===== src/rtl/uart_md_pkg.sv =====
package uart_md_pkg;
  localparam logic [1:0] A_MODE = 2'd0;
  localparam logic [1:0] A_STAT = 2'd1;
  localparam logic [1:0] A_DATA = 2'd2;
  localparam logic [1:0] A_DIV  = 2'd3;

  typedef enum logic [1:0] {PAR_NONE = 2'b00, PAR_EVEN = 2'b01,
                            PAR_ODD = 2'b10, PAR_MDROP = 2'b11} par_e;
  typedef enum logic [1:0] {CH_NORMAL = 2'b00, CH_ECHO = 2'b01,
                            CH_LLOOP = 2'b10, CH_RLOOP = 2'b11} chan_e;
  typedef enum logic [2:0] {RX_IDLE, RX_START, RX_DATA, RX_PAR, RX_STOP} rx_st_e;

  // keeps only the data bits that the selected length uses
  function automatic logic [7:0] len_mask(input logic [1:0] len);
    return 8'hFF >> (2'd3 - len);
  endfunction
endpackage


===== src/rtl/uart_md_fifo.sv =====
module uart_md_fifo #(
  parameter int W = 9,
  parameter int DEPTH = 24,
  localparam int PW = $clog2(DEPTH),
  localparam int CW = $clog2(DEPTH + 1)
) (
  input  logic          clk,
  input  logic          rst_n,
  input  logic          flush,
  input  logic          in_valid,
  output logic          in_ready,
  input  logic [W-1:0]  in_data,
  output logic          out_valid,
  input  logic          out_ready,
  output logic [W-1:0]  out_data,
  output logic [CW-1:0] count
);
  logic [W-1:0]  mem [DEPTH];
  logic [PW-1:0] wr_ptr, rd_ptr;
  logic          do_push, do_pop;

  function automatic logic [PW-1:0] step(input logic [PW-1:0] p);
    return (p == PW'(DEPTH - 1)) ? '0 : p + 1'b1;
  endfunction

  assign in_ready  = (count != CW'(DEPTH));
  assign out_valid = (count != '0);
  assign out_data  = mem[rd_ptr];
  assign do_push   = in_valid && in_ready;
  assign do_pop    = out_valid && out_ready;

  always_ff @(posedge clk or negedge rst_n) begin
    if (!rst_n) begin
      wr_ptr <= '0;
      rd_ptr <= '0;
      count  <= '0;
    end else if (flush) begin
      wr_ptr <= '0;
      rd_ptr <= '0;
      count  <= '0;
    end else begin
      if (do_push) wr_ptr <= step(wr_ptr);
      if (do_pop)  rd_ptr <= step(rd_ptr);
      count <= count + CW'(do_push) - CW'(do_pop);
    end
  end

  always_ff @(posedge clk) begin
    if (do_push && !flush) mem[wr_ptr] <= in_data;
  end

  // a push against a full queue must leave the occupancy untouched
  p_no_overflow_r2: assert property (@(posedge clk) disable iff (!rst_n)
    (in_valid && !in_ready && !out_ready && !flush) |=> (count == $past(count)));
  p_count_bound_r3: assert property (@(posedge clk) disable iff (!rst_n)
    count <= CW'(DEPTH));
endmodule


===== src/rtl/uart_md_tx.sv =====
module uart_md_tx
  import uart_md_pkg::*;
(
  input  logic       clk,
  input  logic       rst_n,
  input  logic       tick,
  input  logic       en,
  input  logic [1:0] len,
  input  par_e       par,
  input  logic       two_stop,
  input  logic       in_valid,
  output logic       in_ready,
  input  logic [8:0] in_data,
  output logic       busy,
  output logic       txd
);
  localparam int FW = 12;

  logic [FW-1:0] shreg, frame;
  logic [3:0]    tcnt, bidx, nbits_q, nbits, ppos;
  logic [7:0]    mask, dm;
  logic          pbit, haspar, load;

  always_comb begin
    mask   = len_mask(len);
    dm     = in_data[7:0] & mask;
    haspar = (par != PAR_NONE);
    unique case (par)
      PAR_EVEN:  pbit = ^dm;
      PAR_ODD:   pbit = ~^dm;
      PAR_MDROP: pbit = in_data[8];
      default:   pbit = 1'b0;
    endcase
    ppos  = 4'd6 + {2'b00, len};
    frame = {3'b111, dm | ~mask, 1'b0};
    if (haspar) frame[ppos] = pbit;
    nbits = 4'd6 + {2'b00, len} + {3'b000, haspar} + (two_stop ? 4'd2 : 4'd1);
  end

  assign in_ready = en && !busy;
  assign load     = in_valid && in_ready;
  assign txd      = busy ? shreg[0] : 1'b1;

  always_ff @(posedge clk or negedge rst_n) begin
    if (!rst_n) begin
      shreg   <= '1;
      tcnt    <= '0;
      bidx    <= '0;
      nbits_q <= '0;
      busy    <= 1'b0;
    end else if (load) begin
      shreg   <= frame;
      nbits_q <= nbits;
      tcnt    <= '0;
      bidx    <= '0;
      busy    <= 1'b1;
    end else if (busy && tick) begin
      if (tcnt == 4'd15) begin
        tcnt  <= '0;
        shreg <= {1'b1, shreg[FW-1:1]};
        if (bidx == nbits_q - 4'd1) busy <= 1'b0;
        else bidx <= bidx + 4'd1;
      end else begin
        tcnt <= tcnt + 4'd1;
      end
    end
  end

  // every frame opens with a low start bit
  p_start_low_r1: assert property (@(posedge clk) disable iff (!rst_n)
    $rose(busy) |-> (txd == 1'b0));
endmodule


===== src/rtl/uart_md_rx.sv =====
module uart_md_rx
  import uart_md_pkg::*;
(
  input  logic       clk,
  input  logic       rst_n,
  input  logic       tick,
  input  logic       rxd,
  input  logic       en,
  input  logic [1:0] len,
  input  par_e       par,
  output logic       out_valid,
  output logic [8:0] out_data
);
  rx_st_e     st;
  logic [3:0] tcnt;
  logic [2:0] bidx, dlast;
  logic [7:0] sh;
  logic       pbit, mark, mid;

  assign dlast = 3'(len) + 3'd4;
  assign mid   = tick && (tcnt == 4'd15);
  assign mark  = (par == PAR_MDROP) && pbit;

  always_ff @(posedge clk or negedge rst_n) begin
    if (!rst_n) begin
      st        <= RX_IDLE;
      tcnt      <= '0;
      bidx      <= '0;
      sh        <= '0;
      pbit      <= 1'b0;
      out_valid <= 1'b0;
      out_data  <= '0;
    end else begin
      out_valid <= 1'b0;
      unique case (st)
        RX_IDLE: if (tick && !rxd) begin
          st   <= RX_START;
          tcnt <= '0;
        end
        RX_START: if (tick) begin
          if (tcnt == 4'd7) begin
            tcnt <= '0;
            bidx <= '0;
            pbit <= 1'b0;
            st   <= rxd ? RX_IDLE : RX_DATA;
          end else tcnt <= tcnt + 4'd1;
        end
        RX_DATA: if (tick) begin
          tcnt <= tcnt + 4'd1;
          if (mid) begin
            sh[bidx] <= rxd;
            if (bidx == dlast) st <= (par != PAR_NONE) ? RX_PAR : RX_STOP;
            else bidx <= bidx + 3'd1;
          end
        end
        RX_PAR: if (tick) begin
          tcnt <= tcnt + 4'd1;
          if (mid) begin
            pbit <= rxd;
            st   <= RX_STOP;
          end
        end
        RX_STOP: if (tick) begin
          tcnt <= tcnt + 4'd1;
          if (mid) begin
            st <= RX_IDLE;
            if (mark || en) begin
              out_valid <= 1'b1;
              out_data  <= {mark, sh & len_mask(len)};
            end
          end
        end
        default: st <= RX_IDLE;
      endcase
    end
  end

  // with the receiver off only address-flagged characters may come out
  p_md_gate_r7: assert property (@(posedge clk) disable iff (!rst_n)
    (out_valid && !en) |-> (par == PAR_MDROP && out_data[8]));
endmodule


===== src/rtl/uart_md.sv =====
module uart_md
  import uart_md_pkg::*;
#(
  parameter int FIFO_DEPTH = 24,
  parameter int TOUT_TICKS = 512,
  localparam int CW = $clog2(FIFO_DEPTH + 1),
  localparam int TW = $clog2(TOUT_TICKS + 1)
) (
  input  logic       clk,
  input  logic       rst_n,
  input  logic [1:0] addr,
  input  logic       wr_en,
  input  logic       rd_en,
  input  logic [7:0] wdata,
  output logic [7:0] rdata,
  input  logic       rxd,
  output logic       txd
);
  logic [4:0]    mr1;
  logic [2:0]    mr2;
  logic [7:0]    div_reg, div_cnt, status;
  logic          ptr, rx_en, tx_en, tick;
  logic          rxd_q1, rxd_q2, rx_line, tx_line;
  logic          cmd_wr, conflict, cmd_ok, mode_acc, data_wr, data_rd;
  logic          rx_flush, tx_flush;
  par_e          par;
  chan_e         chan;
  logic          rx_valid, rx_in_ready, rx_avail;
  logic [8:0]    rx_data, rx_head;
  logic [CW-1:0] rx_count, tx_count;
  logic          tx_ready, tx_q_valid, tx_q_ready, tx_busy, tx_empty;
  logic [8:0]    tx_q_data;
  logic [TW-1:0] tout_cnt;
  logic          rx_tout;

  assign par  = par_e'(mr1[3:2]);
  assign chan = chan_e'(mr2[2:1]);

  // command decode and conflict screening
  assign cmd_wr   = wr_en && (addr == A_STAT);
  assign conflict = (wdata[0] && wdata[1]) || (wdata[2] && wdata[3]) ||
                    (wdata[0] && wdata[5]) || (wdata[2] && wdata[6]);
  assign cmd_ok   = cmd_wr && !conflict;
  assign rx_flush = cmd_ok && wdata[5];
  assign tx_flush = cmd_ok && wdata[6];
  assign mode_acc = (wr_en || rd_en) && (addr == A_MODE);
  assign data_wr  = wr_en && (addr == A_DATA);
  assign data_rd  = rd_en && (addr == A_DATA);

  always_ff @(posedge clk or negedge rst_n) begin
    if (!rst_n) begin
      mr1     <= '0;
      mr2     <= '0;
      ptr     <= 1'b0;
      rx_en   <= 1'b0;
      tx_en   <= 1'b0;
      div_reg <= '0;
    end else begin
      if (mode_acc) begin
        if (wr_en && !ptr) mr1 <= wdata[4:0];
        if (wr_en && ptr)  mr2 <= wdata[2:0];
        ptr <= 1'b1;
      end
      if (cmd_ok) begin
        if (wdata[0]) rx_en <= 1'b1;
        if (wdata[1]) rx_en <= 1'b0;
        if (wdata[2]) tx_en <= 1'b1;
        if (wdata[3]) tx_en <= 1'b0;
        if (wdata[4]) ptr   <= 1'b0;
      end
      if (wr_en && addr == A_DIV) div_reg <= wdata;
    end
  end

  // oversampling tick and input synchronizer
  assign tick = (div_cnt == div_reg);
  always_ff @(posedge clk or negedge rst_n) begin
    if (!rst_n) begin
      div_cnt <= '0;
      rxd_q1  <= 1'b1;
      rxd_q2  <= 1'b1;
    end else begin
      div_cnt <= tick ? '0 : div_cnt + 8'd1;
      rxd_q1  <= rxd;
      rxd_q2  <= rxd_q1;
    end
  end

  // channel routing
  always_comb begin
    unique case (chan)
      CH_ECHO:  begin rx_line = rxd_q2;  txd = rxd_q2; end
      CH_LLOOP: begin rx_line = tx_line; txd = 1'b1;   end
      CH_RLOOP: begin rx_line = 1'b1;    txd = rxd_q2; end
      default:  begin rx_line = rxd_q2;  txd = tx_line; end
    endcase
  end

  uart_md_fifo #(.W(9), .DEPTH(FIFO_DEPTH)) u_tx_fifo (
    .clk, .rst_n, .flush(tx_flush),
    .in_valid(data_wr), .in_ready(tx_ready), .in_data({mr1[4], wdata}),
    .out_valid(tx_q_valid), .out_ready(tx_q_ready), .out_data(tx_q_data),
    .count(tx_count)
  );

  uart_md_tx u_tx (
    .clk, .rst_n, .tick, .en(tx_en), .len(mr1[1:0]), .par, .two_stop(mr2[0]),
    .in_valid(tx_q_valid), .in_ready(tx_q_ready), .in_data(tx_q_data),
    .busy(tx_busy), .txd(tx_line)
  );

  uart_md_rx u_rx (
    .clk, .rst_n, .tick, .rxd(rx_line), .en(rx_en), .len(mr1[1:0]), .par,
    .out_valid(rx_valid), .out_data(rx_data)
  );

  uart_md_fifo #(.W(9), .DEPTH(FIFO_DEPTH)) u_rx_fifo (
    .clk, .rst_n, .flush(rx_flush),
    .in_valid(rx_valid), .in_ready(rx_in_ready), .in_data(rx_data),
    .out_valid(rx_avail), .out_ready(data_rd), .out_data(rx_head),
    .count(rx_count)
  );

  // receive idle timeout, counted in ticks
  always_ff @(posedge clk or negedge rst_n) begin
    if (!rst_n) tout_cnt <= '0;
    else if (rx_valid || data_rd || rx_flush || rx_count == '0) tout_cnt <= '0;
    else if (tick && tout_cnt != TW'(TOUT_TICKS)) tout_cnt <= tout_cnt + 1'b1;
  end
  assign rx_tout = (tout_cnt == TW'(TOUT_TICKS));

  assign tx_empty = (tx_count == '0) && !tx_busy;
  assign status   = {tx_en, rx_en, rx_avail & rx_head[8], rx_tout,
                     tx_empty, tx_ready, !rx_in_ready, rx_avail};

  always_comb begin
    unique case (addr)
      A_MODE:  rdata = ptr ? {5'b0, mr2} : {3'b0, mr1};
      A_STAT:  rdata = status;
      A_DATA:  rdata = rx_avail ? rx_head[7:0] : 8'h00;
      default: rdata = div_reg;
    endcase
  end

  p_cmd_reject_r5: assert property (@(posedge clk) disable iff (!rst_n)
    (cmd_wr && conflict) |=> (rx_en == $past(rx_en) && tx_en == $past(tx_en)
                              && ptr == $past(ptr)));
  p_ptr_step_r4: assert property (@(posedge clk) disable iff (!rst_n)
    (mode_acc && !ptr) |=> ptr);
  p_tout_data_r9: assert property (@(posedge clk) disable iff (!rst_n)
    rx_tout |-> (rx_count != '0));
endmodule


===== config.mk =====
export PLATFORM = sky130hd
export DESIGN_NAME = uart_md
export DESIGN_NICKNAME = d
export VERILOG_FILES = /design/src/rtl/uart_md_pkg.sv /design/src/rtl/uart_md_fifo.sv /design/src/rtl/uart_md_tx.sv /design/src/rtl/uart_md_rx.sv /design/src/rtl/uart_md.sv
export SDC_FILE = /design/constraint.sdc
export NUM_CORES = 1
export LEC_CHECK = 0
export BUFFER_PORTS_ARGS = -buffer_cell sky130_fd_sc_hd__buf_2
export CORE_MARGIN = 10
export CORE_UTILIZATION = 28
export CTS_BUF_LIST = sky130_fd_sc_hd__clkbuf_8
export DETAILED_ROUTE_END_ITERATION = 6
export SLEW_MARGIN = 20
export SYNTH_ARGS = -nofsm -noshare
export SYNTH_HDL_FRONTEND = slang
export SYNTH_SLANG_ARGS = --single-unit

===== constraint.sdc =====
create_clock -name clk -period 3.69 [get_ports clk]
set_input_delay 0.5535 -clock clk [delete_from_list [all_inputs] [get_ports clk]]
set_output_delay 0.5535 -clock clk [all_outputs]
set_load 0.01 [all_outputs]

==> impl_results.md, run 1 <==
* Result of the run: finished, final reports clean
* Actual slew at the worst max-slew pin at 1.05 ns
* Leakage power figure at 9.76 nW
* Highest attainable clock frequency at 276 MHz
* Cell Area, Synth at 23,500 um2
* Cell Int Power at 0.0124 W
* Share of total power in the clock network at 27.1%
* Iteration-0 DRC count of the detailed router at 1,308
* Placed cells at 2,554
* Library cells used by synthesis at 73
* Worst path required time at 3.14 ns
* Switching power at 0.00571 W
* Number of flops mapped to enable cells by yosys at 432
* Final clock period utilization by the worst path at 98.1%
* Synthesized area per cell at 16.2 um2
* Bufs on Longest Clock Path at 3
* Leading area contributor after synthesis: sky130_fd_sc_hd__edfxtp_1
* Fill count at 7,992
* Clk Latency, worst-skew pair at 0.68 ns
* Overall global routing resource usage at 11.3%
* Gate count of the mapped netlist at 1,451
* Area grow syn2layout at 15.1%
* Die Outline Area at 96,000 um2
* Final Power at 0.0181 W
* Initial Utilization at 28.2%
* Count of state elements after synthesis at 555
* Nets@finish at 1,624
* Portion of the post-synthesis area used by sequential elements at 68.3%
* Antenna violations before repair at 2
* Count of non-filler cells in the finished layout at 2,724
* Wire length of the first global-routing pass at 83,100 um
* Port buffer count at 23
* Class of the most critical setup path: reg2out
* Detailed Routing Iterations Pass 1 at 5
* Arrival time at the worst endpoint at 3.07 ns
* Fin crit period at 3.62 ns
* Setup violators final at 0
* Most used flip-flop cell after synthesis: sky130_fd_sc_hd__edfxtp_1
* Largest registers ranked by flip-flop count: u_rx_fifo.mem x216, u_tx_fifo.mem x216, u_tx.shreg x12
* Global placement routability congestion at 0.866
* Pwr/cell area at 669 nW/um2
* Hold Path Depth at 0
* Number of global-route vias before repair at 13,307
* Biggest area contributors in the synthesized netlist: sky130_fd_sc_hd__edfxtp_1 (55%), sky130_fd_sc_hd__dfrtp_1 (12%), sky130_fd_sc_hd__mux4_2 (10%)
* Final core utilization at 32.5%
* Layout cell share with drive strength beyond 1 at 23.7%
* Nature of the critical path endpoint: output port
* Via count at 13,018
* Portion of total power attributed to sequential cells at 42.7%
* Clock tree from TritonCTS: yes
* Hold violation count in the final report at 0
* Total Wirelength at 54,500 um
* Highest net fanout along the worst path at 8
* Floorplan die width at 310 um
* Worst Setup Start Kind: flip-flop
* Detailed-route vias per instance at 4.78
* Most instantiated library cell after synthesis: sky130_fd_sc_hd__edfxtp_1
* Final ANT Viol Nets at 0
* Cell at the root of the clock tree: sky130_fd_sc_hd__clkbuf_8
* Fraction of power consumed by combinational cells at 30.2%
* Most common library cells after synthesis: sky130_fd_sc_hd__edfxtp_1 (432), sky130_fd_sc_hd__nor2_1 (132), sky130_fd_sc_hd__dfrtp_1 (109)
* Maximum Capacitance Violations at 0
* Std cell rows at 106
* RSZ-0062 raised after global routing: yes
* I/O pin total at 24
* Post-synth ARST share at 22.2%
* Final worst clock skew at 0.0345 ns
* Area fraction of the dominant cell type after synthesis at 55.2%
* H-Tree Depth at 3
* Core Box Area at 83,400 um2
* Total gr overflow at 0
* Post-Syn Nets at 1,504
* Number of pins exceeding their max-slew limit in the final report at 0
* Worst min-delay path category: reg2reg
* Largest voltage drop on the vdd net at 0.322 mV
* Die extent in y at 310 um
* Clock-pin slew on the worst setup and hold paths at 0.06 ns
* Clock sink total at 555
* Worst slew margin relative to its limit at 29.1%
* Synth warnings at 0
* Post-DR wirelength/cell at 20.0 um
* Switching part of the total at 31.6%
* Number of buffers inserted during clock tree synthesis at 83
* Worst reg-to-reg path cell count at 9
* Estimated wirelength of the detail-placed design at 34,900 um
* Maximum number of pins on one net before global-route repair at 71
* # DRC at 0
==> repair_timing <==
action | in CTS | in global routing
hold endpoints to repair | 59 | 0
buffers inserted | 5 | 5
setup endpoints to repair | 8 | 9
resized for setup | 0 | 11
hold buffers | 2 | 0
gates cloned | 0 | 1
pin swaps | 0 | 2
==> stage by stage <==
stage / area [um2] / TNS (ns) / hold slack (ns) / worst slack (ns)
2_1_floorplan: 23500 / 0 / 0.258 / 0.662
3_3_place_gp: 25300 / 0 / 0.351 / 0.340
3_5_place_dp: 25300 / 0 / 0.352 / 0.278
4_1_cts: 27000 / 0 / 0.290 / 0.00186
5_1_grt: 27100 / -0.103 / 0.361 / -0.0478
6_report: 27100 / 0 / 0.358 / 0.0702
==> cell families after synthesis <==
kind of cell    after synthesis  synth area share, %
compound gates              138                 3.71
xor+xnor                     56                 2.14
fa+ha+maj                    38                 2.15
buf+inv                     104                 1.95
flops                       555                 68.3
mux                         203                 14.5
simple gates                357                 7.20
==> final timing paths <==
check                                    start             endpoint  slack (ns)
setup / recovery           u_rx_fifo.rd_ptr[0]             rdata[2]        0.07
hold / removal                          rxd_q1               rxd_q2        0.36
setup reg to reg           u_tx_fifo.rd_ptr[0]        u_tx.shreg[6]        0.35
hold reg to reg                         rxd_q1               rxd_q2        0.36
max in group asynchronous                rst_n        u_tx.shreg[0]        2.40
min in group asynchronous                rst_n  u_tx_fifo.rd_ptr[0]        0.51
==> layer usage <==
| metal | vias up | track usage [%] | routed length (um) |
|---|---|---|---|
| li1 | 5831 | - | - |
| met1 | 6714 | 15.7 | 24800 |
| met2 | 381 | 17.4 | 25100 |
| met3 | 92 | 2.61 | 3330 |
| met4 | 0 | 3.52 | 1260 |
| met5 | - | 0 | 0 |
==> placed cells by master, fill, tap and decap left out, drive strengths merged, types with 3 or more instances in the layout <==
master	instances
fa	4
clkbuf	91
dfstp	14
a21oi	31
nand2b	5
mux2	38
nor2	132
nand2	87
xor2	27
nor2b	12
buf	102
and2	4
a211oi	5
nand3b	14
mux4	106
dfrtp	109
nor3b	6
nand3	33
bufinv	3
ha	34
a21o	5
nand4	17
nor3	13
or3	3
o211ai	3
and3	17
clkinv	39
o22ai	15
a311oi	4
mux2i	59
a31oi	9
or3b	4
xnor2	28
inv	57
a22oi	3
o21ai	45
edfxtp	432
==> power groups by stage <==
stage               logic, W  clock network (W)  registers [W]
finish               0.00546            0.00491        0.00773
global route         0.00594            0.00533        0.00779
CTS                  0.00540            0.00506        0.00774
detailed placement   0.00516                  0        0.00795
global placement     0.00509                  0        0.00793
floorplan            0.00408                  0        0.00750
==> critical path, cell delays in order, from the launching register on <==
cell,delay [ns]
sky130_fd_sc_hd__dfrtp_4,0.48
sky130_fd_sc_hd__buf_12,0.15
sky130_fd_sc_hd__buf_12,0.13
sky130_fd_sc_hd__mux4_2,0.51
sky130_fd_sc_hd__mux4_2,0.51
sky130_fd_sc_hd__o21ai_1,0.14
sky130_fd_sc_hd__o22ai_1,0.09
sky130_fd_sc_hd__nor2_1,0.16
sky130_fd_sc_hd__a21oi_2,0.06
sky130_fd_sc_hd__buf_2,0.17
==> layout make-up <==
| cell class | count | area, um2 | share of cell area, % |
|---|---|---|---|
| Sequential cell | 555 | 16100 | 59.4 |
| Multi-Input combinational cell | 792 | 7000 | 25.9 |
| Tap cell | 1080 | 1350 | 4.99 |
| Clock buffer | 90 | 1240 | 4.57 |
| Timing Repair Buffer | 105 | 891 | 3.29 |
| Clock inverter | 66 | 380 | 1.40 |
| Inverter | 34 | 128 | 0.471 |
| Antenna cell | 2 | 5.00 | 0.0185 |
No activity file was read; power rests on OpenSTA's default activity.
==> run 2: changes to the inputs <==
- MAX_ROUTING_LAYER: default -> met4
==> impl_results.md, run 2 (synthesis gave the netlist of run 1 again) <==
* Result of the run: finished, final reports clean
* Pre-CTS setup slack at 0.278 ns
* Overall global routing resource usage at 11.6%
* Area grow syn2layout at 15.4%
* Maximum Capacitance Violations at 0
* Top layer used by detailed routing: met4
* Detailed-routing wirelength on met1 at 25,100 um
* Core Box Area at 83,400 um2
* Actual slew at the worst max-slew pin at 1.06 ns
* Startpoint of the lowest-slack register-to-register path: u_tx_fifo.rd_ptr[0]
* Final core utilization at 32.5%
* Bufs on Longest Clock Path at 3
* Count of non-filler cells in the finished layout at 2,726
* Floorplan die width at 310 um
* Class of the most critical setup path: reg2out
* Global placement routability congestion at 0.880
* Fin crit period at 3.65 ns
* # DRC at 0
* Highest net fanout along the worst path at 6
* Fill count at 7,991
* Nets@finish at 1,626
* Final clock period utilization by the worst path at 98.9%
* Fin Setup TNS at 0 ns
* CP Cell Sequence: buf_12 -> buf_8 -> buf_6 -> mux4_2 -> mux4_2 -> nor2_2 -> a211o_1 -> a31oi_2 -> buf_2
* Port buffer count at 23
* Sum of met2 wire segment lengths after detailed routing at 25,200 um
* Wire length of the first global-routing pass at 83,200 um
* Arrival time at the worst endpoint at 3.10 ns
* Start point of the critical path: u_rx_fifo.rd_ptr[0]
* Post-DR wirelength/cell at 20.0 um
* Final worst clock skew at 0.0312 ns
* Largest registers ranked by flip-flop count: u_rx_fifo.mem x216, u_tx_fifo.mem x216, u_tx.shreg x12
* Iteration-0 DRC count of the detailed router at 1,381
* Number of buffers inserted during clock tree synthesis at 83
* Number of global-route vias before repair at 13,291
* Std cell rows at 106
* Layout cell share with drive strength beyond 1 at 23.9%
* Clock-pin slew on the worst setup and hold paths at 0.07 ns
* Setup violators final at 0
* Detailed Routing Iterations Pass 1 at 5
* Placed cells at 2,554
* H-Tree Depth at 3
* Clk Latency, worst-skew pair at 0.67 ns
* Finished layout cell area at 27,100 um2
* Worst min-delay path category: in2reg
* Die extent in y at 310 um
* Total Wirelength at 54,400 um
* Highest attainable clock frequency at 274 MHz
* Gate family responsible for the most delay along the worst path: multiplexers
* Slowest CP cell: sky130_fd_sc_hd__mux4_2
* Cell with the most instances on the worst path: sky130_fd_sc_hd__mux4_2
* Worst setup margin at 0.0393 ns
* Via count at 13,015
* Final ANT Viol Nets at 0
* Maximum number of pins on one net before global-route repair at 71
* Hold violation count in the final report at 0
* Hold Crit Start: wr_en
* Most common cell after layout, fill and taps aside: sky130_fd_sc_hd__edfxtp_1
* Worst path required time at 3.14 ns
* I/O pin total at 24
* Pwr/cell area at 670 nW/um2
* Post-Place Cell Area at 25,300 um2
* Worst slew margin relative to its limit at 29.6%
* Leakage power figure at 9.78 nW
* Nature of the critical path endpoint: output port
* Clock tree from TritonCTS: yes
* Antenna violations before repair at 2
* Largest voltage drop on the vdd net at 0.330 mV
* Number of pins exceeding their max-slew limit in the final report at 0
* Top library cells by usage in the layout, fill and taps aside: sky130_fd_sc_hd__edfxtp_1 (432), sky130_fd_sc_hd__nor2_1 (131), sky130_fd_sc_hd__dfrtp_1 (105)
* WP buf/inv at 4
* Total gr overflow at 0
* Detailed-route vias per instance at 4.77
* Estimated wirelength of the detail-placed design at 34,900 um
* Worst Setup Start Kind: flip-flop
* Met3 wire len at 2880 um
* Die Outline Area at 96,000 um2
* RSZ-0062 raised after global routing: yes
* Cell at the root of the clock tree: sky130_fd_sc_hd__clkbuf_8
* Reg2Reg Setup Slack at 0.36 ns
* Peak per-stage delay on the critical path at 0.52 ns
* Clock sink total at 555
* Initial Utilization at 28.2%
==> run 2: cell types whose count changed in the layout (fill, tap and decap cells not counted) <==
cell	change
sky130_fd_sc_hd__a311oi_1	-1
sky130_fd_sc_hd__buf_8	+1
sky130_fd_sc_hd__buf_6	+1
sky130_fd_sc_hd__o21ai_0	-1
sky130_fd_sc_hd__o21ai_1	+1
sky130_fd_sc_hd__a31oi_1	-1
sky130_fd_sc_hd__a31oi_2	+1
sky130_fd_sc_hd__clkbuf_16	-1
sky130_fd_sc_hd__a311oi_2	+1
sky130_fd_sc_hd__buf_12	+3
sky130_fd_sc_hd__buf_4	-2
==> run 2: layout make-up <==
cell class	count	area [um2]	area share [%]
Sequential cell	555	16100	59.3
Tap cell	1080	1350	4.98
Timing Repair Buffer	107	937	3.45
Inverter	34	128	0.470
Antenna cell	2	5.00	0.0184
Clock inverter	66	380	1.40
Clock buffer	90	1240	4.56
Multi-Input combinational cell	792	7010	25.8
==> run 2: routing by layer <==
metal / global-route usage, % / vias to the layer above
li1: - / 5827
met1: 15.8 / 6747
met2: 17.4 / 351
met3: 2.38 / 90
met4: 3.52 / 0
met5: - / -
==> run 2: worst min-delay path, cell delays in order <==
cell	delay, ns
sky130_fd_sc_hd__buf_2	0.13
sky130_fd_sc_hd__or2_2	0.13
sky130_fd_sc_hd__a21oi_1	0.06
sky130_fd_sc_hd__a21oi_1	0.11
==> run 2: metrics by stage <==
stage / power [W] / hold slack [ns]
4_1_cts: 0.0182 / 0.290
5_1_grt: 0.0191 / 0.360
3_3_place_gp: 0.0130 / 0.351
3_5_place_dp: 0.0131 / 0.352
2_1_floorplan: 0.0116 / 0.258
6_report: 0.0182 / 0.353
==> run 2: path summary, 6_finish.rpt <==
path	to	cells past startpoint
setup / recovery	rdata[4]	9
hold / removal	ptr	4
setup reg to reg	u_tx.shreg[6]	9
hold reg to reg	rxd_q2	0
max in group asynchronous	rxd_q1	3
min in group asynchronous	u_tx.bidx[2]	2
==> run 2: repair_timing <==
| action | in CTS | in global routing |
|---|---|---|
| gates resized for setup | 0 | 17 |
| pin swaps | 0 | 3 |
| endpoints found under the hold margin | 59 | 0 |
| buffers inserted | 5 | 7 |
| hold buffers | 2 | 0 |
| setup endpoints to repair | 8 | 9 |
==> run 2: report_power, final <==
part           total [W]  leakage [nW]  switching, W  internal (W)
clock            0.00492         0.900       0.00242       0.00249
combinational    0.00555          3.21       0.00275       0.00280
sequential       0.00772          5.66      0.000568       0.00715
